<file path="config.mk">
export PLATFORM = sky130hd
export DESIGN_NAME = ivc_top
export DESIGN_NICKNAME = d
export VERILOG_FILES = /design/src/rtl/ivc_pkg.sv /design/src/rtl/ivc_prio.sv /design/src/rtl/ivc_mask.sv /design/src/rtl/ivc_top.sv
export SDC_FILE = /design/constraint.sdc
export NUM_CORES = 1
export LEC_CHECK = 0
export CAP_MARGIN = 40
export CORE_ASPECT_RATIO = 1.1
export CORE_MARGIN = 8
export CORE_UTILIZATION = 35
export CTS_CLUSTER_DIAMETER = 150
export DETAILED_ROUTE_END_ITERATION = 8
export GPL_ROUTABILITY_DRIVEN = 0
export GPL_TIMING_DRIVEN = 0
export PLACE_DENSITY = 0.78
export RECOVER_POWER = 25
export SLEW_MARGIN = 20
export SYNTH_ARGS = -nofsm -noshare
export SYNTH_HDL_FRONTEND = slang
export SYNTH_SLANG_ARGS = --single-unit
</file>
<file path="constraint.sdc">
create_clock -name clk -period 5 [get_ports clk]
set_input_delay 1 -clock clk [delete_from_list [all_inputs] [get_ports clk]]
set_output_delay 1 -clock clk [all_outputs]
set_load 0.005 [all_outputs]
</file>
<file path="src/rtl/ivc_pkg.sv">
package ivc_pkg;
  localparam int NSRC      = 22;
  localparam int NUMW      = $clog2(NSRC);
  localparam int ADDRW     = 16;
  localparam int RESET_NUM = 0;
  localparam int TRAP_NUM  = 3;
  localparam int SWI_NUM   = 4;
  localparam logic [ADDRW-1:0] VEC_TOP = 16'hFFFE;

  function automatic logic [ADDRW-1:0] vec_addr(input logic [NUMW-1:0] n);
    return VEC_TOP - {{(ADDRW-NUMW-1){1'b0}}, n, 1'b0};
  endfunction

  function automatic logic is_fixed(input logic [NUMW-1:0] n);
    return (n == NUMW'(RESET_NUM)) || (n == NUMW'(TRAP_NUM)) || (n == NUMW'(SWI_NUM));
  endfunction
endpackage

</file>
<file path="src/rtl/ivc_prio.sv">
module ivc_prio #(
  parameter int N = 22,
  localparam int W = $clog2(N)
) (
  input  logic [N-1:0] req,
  output logic         hit,
  output logic [W-1:0] idx
);
  always_comb begin
    hit = 1'b0;
    idx = '0;
    for (int i = N - 1; i >= 0; i--) begin
      if (req[i]) begin
        hit = 1'b1;
        idx = W'(i);
      end
    end
  end
endmodule

</file>
<file path="src/rtl/ivc_mask.sv">
module ivc_mask (
  input  logic clk,
  input  logic rst_n,
  input  logic take,
  input  logic ret,
  input  logic wr,
  input  logic din,
  output logic mask_q
);
  logic saved_q;

  always_ff @(posedge clk) begin
    if (!rst_n) begin
      mask_q  <= 1'b1;
      saved_q <= 1'b1;
    end else if (take) begin
      saved_q <= mask_q;
      mask_q  <= 1'b1;
    end else if (ret) begin
      mask_q  <= saved_q;
    end else if (wr) begin
      mask_q  <= din;
    end
  end

  AST_RET_RESTORES: assert property (@(posedge clk) disable iff (!rst_n)
    ret && !take |=> mask_q == $past(saved_q));
  AST_TAKE_SAVES: assert property (@(posedge clk) disable iff (!rst_n)
    take |=> saved_q == $past(mask_q));
  AST_WRITE_LOADS: assert property (@(posedge clk) disable iff (!rst_n)
    wr && !take && !ret |=> mask_q == $past(din));
endmodule

</file>
<file path="src/rtl/ivc_top.sv">
module ivc_top
  import ivc_pkg::*;
#(
  parameter int N = NSRC,
  localparam int W = $clog2(N)
) (
  input  logic             clk,
  input  logic             rst_n,
  input  logic [N-1:0]     src_req,
  input  logic             trap_req,
  input  logic             swi_req,
  input  logic             instr_done,
  input  logic             mask_wr,
  input  logic             mask_din,
  input  logic             ret_strobe,
  output logic             offer_valid,
  input  logic             offer_ready,
  output logic [W-1:0]     offer_num,
  output logic [ADDRW-1:0] offer_addr,
  output logic             gmask
);
  localparam logic [N-1:0] FIXED_BITS =
    (N'(1) << RESET_NUM) | (N'(1) << TRAP_NUM) | (N'(1) << SWI_NUM);

  logic         rst_pend_q;
  logic [N-1:0] eligible;
  logic         cand_hit;
  logic [W-1:0] cand_idx;
  logic         take;
  logic         capture;

  always_comb begin
    eligible = gmask ? '0 : (src_req & ~FIXED_BITS);
    eligible[RESET_NUM] = rst_pend_q;
    eligible[TRAP_NUM]  = trap_req;
    eligible[SWI_NUM]   = swi_req;
  end

  ivc_prio #(.N(N)) u_prio (
    .req (eligible),
    .hit (cand_hit),
    .idx (cand_idx)
  );

  assign take    = offer_valid && offer_ready;
  assign capture = !offer_valid && instr_done && cand_hit;

  ivc_mask u_mask (
    .clk    (clk),
    .rst_n  (rst_n),
    .take   (take),
    .ret    (ret_strobe),
    .wr     (mask_wr),
    .din    (mask_din),
    .mask_q (gmask)
  );

  always_ff @(posedge clk) begin
    if (!rst_n) begin
      offer_valid <= 1'b0;
      offer_num   <= '0;
      offer_addr  <= VEC_TOP;
      rst_pend_q  <= 1'b1;
    end else if (take) begin
      offer_valid <= 1'b0;
      if (offer_num == W'(RESET_NUM)) rst_pend_q <= 1'b0;
    end else if (capture) begin
      offer_valid <= 1'b1;
      offer_num   <= cand_idx;
      offer_addr  <= vec_addr(cand_idx);
    end
  end

  AST_HOLD_OFFER: assert property (@(posedge clk) disable iff (!rst_n)
    offer_valid && !offer_ready |=> offer_valid && $stable(offer_num) && $stable(offer_addr));
  AST_ACK_MASKS: assert property (@(posedge clk) disable iff (!rst_n)
    offer_valid && offer_ready |=> !offer_valid && gmask);
  AST_ADDR_MAP: assert property (@(posedge clk) disable iff (!rst_n)
    offer_valid |-> (32'(offer_addr) + 32'(offer_num) * 2) == 32'hFFFE);
  AST_MASK_GATE: assert property (@(posedge clk) disable iff (!rst_n)
    $rose(offer_valid) && !is_fixed(offer_num) |-> !$past(gmask));
  AST_BOUNDARY_ONLY: assert property (@(posedge clk) disable iff (!rst_n)
    $rose(offer_valid) |-> $past(instr_done));
  AST_RESET_FIRST: assert property (@(posedge clk) disable iff (!rst_n)
    rst_pend_q && offer_valid |-> offer_num == W'(RESET_NUM));
endmodule

</file>
==> out/results.txt, run 1 <==
Status -> complete, no violations
Register area share after synthesis -> 0.296
Mapped Cells -> 121
Row count -> 20
Final hold violations -> 0
RSZ-0062 raised after global routing -> false
Most frequent cells in the layout -> 33 x clkdlybuf4s50_1, 16 x nor2_1, 14 x dfxtp_1
Yosys warns -> 0
Power Dens Cells -> 209 mW/mm²
Leak pwr -> 0.000567 µW
Initial antenna violation count -> 0
Most common cell after layout, fill and taps aside -> clkdlybuf4s50_1
Gr usage total -> 0.116
Post-route minimum period -> 2790 ps
WS Path Type -> in -> reg
Post-Route Setup TNS -> 0 ps
Drt wl/cell -> 13.3 µm
DP Area -> 0.00140 mm²
Worst hold path stage count -> 2
Post-Route WL -> 2730 µm
Switching power -> 82.0 µW
Fin. max-slew vios -> 0
CTS H-tree lvls -> 1
Synth cell types -> 42
Tcrit/Tclk final -> 0.558
Mapped Avg Cell Area -> 7.84 µm²
Clock buffer count from CTS -> 3
Arr. time, crit path -> 2970 ps
Antenna cells -> 0
Worst setup startpoint -> src_req[14]
Sw frac -> 0.273
IO buf count -> 38
Top cells by area, synth -> dfxtp_1 30%, buf_4 8.7%, nor2_1 6.3%
IO Pins -> 54
Synthesized cell area -> 948 µm²
Post-synth EDFFs -> 0
Worst slack, placed -> 1920 ps
Final Net Count -> 204
Reg-to-Reg End -> offer_addr[3]$_SDFFE_PN1P_
Internal power -> 218 µW
Area grow syn2layout -> 51.8%
Die height -> 70.6 µm
R2R Path Start -> u_mask.mask_q$_SDFFE_PP1P_
Yosys top cell area share -> 0.296
Part of the power in the clock network -> 0.266
Initial core utilization -> 0.354
Setup violators final -> 0
Resized cells post-CTS -> 0
CTS clock-pin slew for the worst setup and hold paths -> 80 ps
Worst reg2reg setup slack -> 2970 ps
Fin Clk Skew -> 0.572 ps
Die area -> 0.00463 mm²
Area leader, netlist -> dfxtp_1
DRT Pass-1 Iters -> 4
Fin cells -> 205
Smallest setup slack after layout -> 2210 ps
Rel. slew slack -> 0.649
Reg power frac -> 0.421
Total core area -> 0.00268 mm²
Postcts setup bufs -> 0
Max FO, Critical Path -> 7
Root buf cell -> clkbuf_4
Crit. End Element -> flip-flop
# placed instances -> 201
Clk_lat worst skew -> 280 ps
Pin count of the biggest net entering global routing -> 11
Longest Clk Path Bufs -> 2
Sinks on Clock Net -> 14
DRC Markers -> 0
Post-synth ARST share -> 0
Max Cap Viol -> 0
DR iter-0 viols -> 31
DP HPWL -> 2330 µm
Post-route cell area -> 0.00144 mm²
Via Count -> 1023
ANT nets after route -> 0
Grt total ovfl -> 0
Power Total -> 300 µW
Startpoint types -> input port
# hold bufs at CTS -> 0
Dominant synthesized flop cell -> dfxtp_1
Max Clk Rate -> 358 MHz
Vias per cell -> 4.99
Seq cells post-synth -> 14
HP Class -> reg -> reg
CTS tree -> done
Maximum VDD drop -> 0.000164 V
Global-route wire length before repair -> 4440 µm
Setup crit end -> offer_addr[3]$_SDFFE_PN1P_
Critical path required time -> 5180 ps
Worst slew pin tran -> 524 ps
Gate power share -> 0.313
R2R depth -> 6
Number of global-route vias before repair -> 1049
Die width -> 65.6 µm
Layout cell share with drive strength beyond 1 -> 0.128
[layer usage]
metal	global-route usage	share of wire
met1	0.128	0.41
met3	0.0316	0.067
met5	0	0
met4	0.0510	0.022
met2	0.200	0.50
[Yosys cell counts (2+ instances only)]
cell      number
a21oi_1        4
or4_4          2
buf_4         11
nor2b_1        6
o31ai_1        4
nor2_1        16
conb_1         2
o21ai_0        7
nor4_1         2
nor3_1         5
o211ai_1       3
clkbuf_1       2
dfxtp_1       14
nor3b_1        2
or4_1          2
inv_1          4
nand2_1       10
[worst min path at each step]
| stage | start | to | slack, ps |
|---|---|---|---|
| after floorplan | offer_addr[2]$_SDFFE_PN1P_ | offer_addr[2]$_SDFFE_PN1P_ | 440 |
| after global placement | offer_addr[2]$_SDFFE_PN1P_ | offer_addr[2]$_SDFFE_PN1P_ | 430 |
| after detailed placement | offer_addr[3]$_SDFFE_PN1P_ | offer_addr[3]$_SDFFE_PN1P_ | 450 |
| after CTS | offer_addr[2]$_SDFFE_PN1P_ | offer_addr[2]$_SDFFE_PN1P_ | 460 |
| after global routing | offer_addr[2]$_SDFFE_PN1P_ | offer_addr[2]$_SDFFE_PN1P_ | 500 |
| final | offer_addr[2]$_SDFFE_PN1P_ | offer_addr[2]$_SDFFE_PN1P_ | 460 |
[critical path, stage by stage]
cell and delay, ps:
clkdlybuf4s50_1 470, or4_4 570, o21a_4 250, a211oi_4 350
o31ai_1 170, a21o_1 180
[layout make-up]
cell class,instances,area [µm²]
fillers,258,1240
multi-input cells,99,597
repair buffers,38,380
flip-flops and latches,14,280
plain buffers,13,90.1
well taps,33,41.3
clock buffers,4,36.3
inverters,4,15.0
[stage by stage]
stage / hold slack, ps / utilization
finish: 461 / 0.538
global placement: 434 / 0.524
detailed placement: 446 / 0.524
CTS: 460 / 0.538
floorplan: 439 / -
global route: 496 / 0.538
[state kept, by name, summed over array words and instances, names as in the netlist]
signal and count:
offer_valid 1, rst_pend_q 1, u_mask.mask_q 1, u_mask.saved_q 1
offer_num 5, offer_addr 5
[power groups by stage]
stage	logic, µW	clock network (µW)	registers (µW)
3_5_place_dp	94.3	0	129
4_1_cts	94.7	81.9	127
3_3_place_gp	91.9	0	129
2_1_floorplan	45.3	0	129
5_1_grt	104	88.8	128
6_report	93.9	80.0	126
[kinds of logic after synthesis]
kind of cell | Yosys count | synth area share
simple gates | 51 | 0.278
compound gates | 36 | 0.297
buf+inv | 17 | 0.111
flops | 14 | 0.296
other cells | 2 | 0.00792
mux | 1 | 0.0106
Note: power is estimated with default switching activity, not from simulation.
==> run 2, diff against run 1 <==
==> constraint.sdc (replaced) <==
create_clock -name clk -period 2.7 [get_ports clk]
set_input_delay 0.54 -clock clk [delete_from_list [all_inputs] [get_ports clk]]
set_output_delay 0.54 -clock clk [all_outputs]
set_load 0.005 [all_outputs]
==> run 2 against run 1 <==
Net effect: worst hold slack did not move; sequential power up 86%; non-clock buffer count unchanged; clock power up 85%; combinational power is 85% higher; clock skew is the same; utilization did not move; power grew 85%; count of clock-buffer cells in the layout unchanged; final area is the same; routed wire length did not move; setup slack worse by 1800 ps; critical path type unchanged.
==> out/results.txt, run 2 (synthesis gave the netlist of run 1 again) <==
Status -> complete, no violations (unchanged)
WS Path Type -> in -> reg (unchanged)
Rel. slew slack -> 0.649 (unchanged)
Total core area -> 0.00268 mm² (unchanged)
Global-route wire length before repair -> 4440 µm (unchanged)
CTS H-tree lvls -> 1 (unchanged)
Power Dens Cells -> 386 mW/mm² (was 209 mW/mm²)
Most frequent cells in the layout -> 34 x clkdlybuf4s50_1, 16 x nor2_1, 14 x dfxtp_1 (was 33 x clkdlybuf4s50_1, 16 x nor2_1, 14 x dfxtp_1)
Maximum VDD drop -> 0.000304 V (was 0.000164 V)
Multi-input gate area -> 597 µm² (unchanged)
Register area -> 280 µm² (unchanged)
Resized cells post-CTS -> 0 (unchanged)
Post-route cell area -> 0.00144 mm² (unchanged)
Part of the power in the clock network -> 0.266 (about the same)
Startpoint types -> input port (unchanged)
RSZ-0062 raised after global routing -> false (unchanged)
Fin. max-slew vios -> 0 (unchanged)
Number of global-route vias before repair -> 1049 (unchanged)
Layout cell share with drive strength beyond 1 -> 0.128 (unchanged)
Via Count -> 1023 (unchanged)
Sinks on Clock Net -> 14 (unchanged)
DR iter-0 viols -> 31 (unchanged)
Max Cap Viol -> 0 (unchanged)
Vias per cell -> 4.99 (unchanged)
Arr. time, crit path -> 2510 ps (was 2970 ps)
Grt total ovfl -> 0 (unchanged)
Tcrit/Tclk final -> 0.863
Max FO, Critical Path -> 7 (unchanged)
Fin util -> 0.538 (unchanged)
Pin count of the biggest net entering global routing -> 11 (unchanged)
Worst slew pin tran -> 524 ps (unchanged)
ANT nets after route -> 0 (unchanged)
Root buf cell -> clkbuf_4 (unchanged)
Max Clk Rate -> 429 MHz
Area grow syn2layout -> 51.8% (unchanged)
Initial core utilization -> 0.354 (unchanged)
Most common cell after layout, fill and taps aside -> clkdlybuf4s50_1 (unchanged)
Critical path required time -> 2880 ps (was 5180 ps)
Switching power -> 152 µW (was 82.0 µW)
Post-route minimum period -> 2330 ps
Setup violators final -> 0 (unchanged)
Die area -> 0.00463 mm² (unchanged)
Final hold violations -> 0 (unchanged)
Die height -> 70.6 µm (unchanged)
Smallest setup slack after layout -> 370 ps (was 2210 ps)
DP Area -> 0.00140 mm² (unchanged)
Fin cells -> 205 (unchanged)
Die width -> 65.6 µm (unchanged)
Most used routing layer in global routing -> met2 (unchanged)
IO buf count -> 38 (unchanged)
Clock buffer count from CTS -> 3 (unchanged)
Crit. End Element -> flip-flop (unchanged)
Row count -> 20 (unchanged)
Drt wl/cell -> 13.3 µm (unchanged)
Gate power share -> 0.313 (about the same)
Postcts setup bufs -> 0 (unchanged)
GR Layer Usage met3 -> 0.0316 (unchanged)
Sw frac -> 0.273 (about the same)
Gr usage total -> 0.116 (unchanged)
Fillers -> 258 (unchanged)
Initial antenna violation count -> 0 (unchanged)
Longest Clk Path Bufs -> 2 (unchanged)
Fin Clk Skew -> 0.572 ps (unchanged)
Clk_lat worst skew -> 280 ps (about the same)
Met1 usage -> 0.128 (unchanged)
Final Net Count -> 204 (unchanged)
DRT Pass-1 Iters -> 4 (unchanged)
DRC Markers -> 0 (unchanged)
Post-Route WL -> 2730 µm (unchanged)
Antenna cells -> 0 (unchanged)
CTS tree -> done (unchanged)
Post-Route Setup TNS -> 0 ps (unchanged)
Met2 usage -> 0.200 (unchanged)
# hold bufs at CTS -> 0 (unchanged)
DP HPWL -> 2330 µm (unchanged)
IO Pins -> 54 (unchanged)
Leak pwr -> 0.000567 µW (about the same)
Largest registers -> offer_addr x5, offer_num x5 (unchanged)
Internal power -> 405 µW (was 218 µW)
CTS clock-pin slew for the worst setup and hold paths -> 80 ps (about the same)
Worst slack, placed -> 83.2 ps (was 1920 ps)
HP Class -> reg -> reg (unchanged)
Reg power frac -> 0.421 (about the same)
# placed instances -> 201 (unchanged)
-- run 2: cell count changes in the layout (fill, tap and decap cells not counted) --
| cell | delta |
|---|---|
| dlygate4sd3_1 | -1 |
| clkdlybuf4s50_1 | +1 |
-- run 2: power by group through the flow --
stage                     registers [µW]  clock network, µW  logic [µW]
after CTS                            234                152         175
final                                234                148         174
after global routing                 237                164         193
after global placement               238                  0         170
after floorplan                      238                  0        83.8
after detailed placement             239                  0         175
-- run 2: path summary, 6_finish.rpt --
| path | start | endpoint | slack [ps] | depth (start not counted) |
|---|---|---|---|---|
| max | src_req[14] | offer_addr[3]$_SDFFE_PN1P_ | 370 | 6 |
| min reg2reg | offer_addr[2]$_SDFFE_PN1P_ | offer_addr[2]$_SDFFE_PN1P_ | 460 | 2 |
| min | offer_addr[2]$_SDFFE_PN1P_ | offer_addr[2]$_SDFFE_PN1P_ | 460 | 2 |
| max reg2reg | u_mask.mask_q$_SDFFE_PP1P_ | offer_addr[3]$_SDFFE_PN1P_ | 670 | 6 |
-- run 2: cell type report --
type / instances / share of cell area
inverters: 4 / 0.0104
plain buffers: 13 / 0.0626
clock buffers: 4 / 0.0252
multi-input cells: 99 / 0.414
flip-flops and latches: 14 / 0.195
well taps: 33 / 0.0287
repair buffers: 38 / 0.264
-- run 2: metrics by stage --
stage | total power, µW | hold slack (ps)
CTS | 562 | 460
floorplan | 322 | 439
global placement | 408 | 434
global route | 595 | 496
detailed placement | 413 | 446
finish | 556 | 461
-- run 2: critical path, stage by stage --
cell,delay (ps)
clkdlybuf4s50_1,470
or4_4,570
o21a_4,250
a211oi_4,350
o31ai_1,170
a21o_1,180
-- run 2: layer usage --
| layer | up-vias | part of all wire |
|---|---|---|
| li1 | 524 | - |
| met2 | 34 | 0.50 |
| met4 | 0 | 0.022 |
| met5 | - | 0 |
| met3 | 6 | 0.067 |
| met1 | 459 | 0.41 |
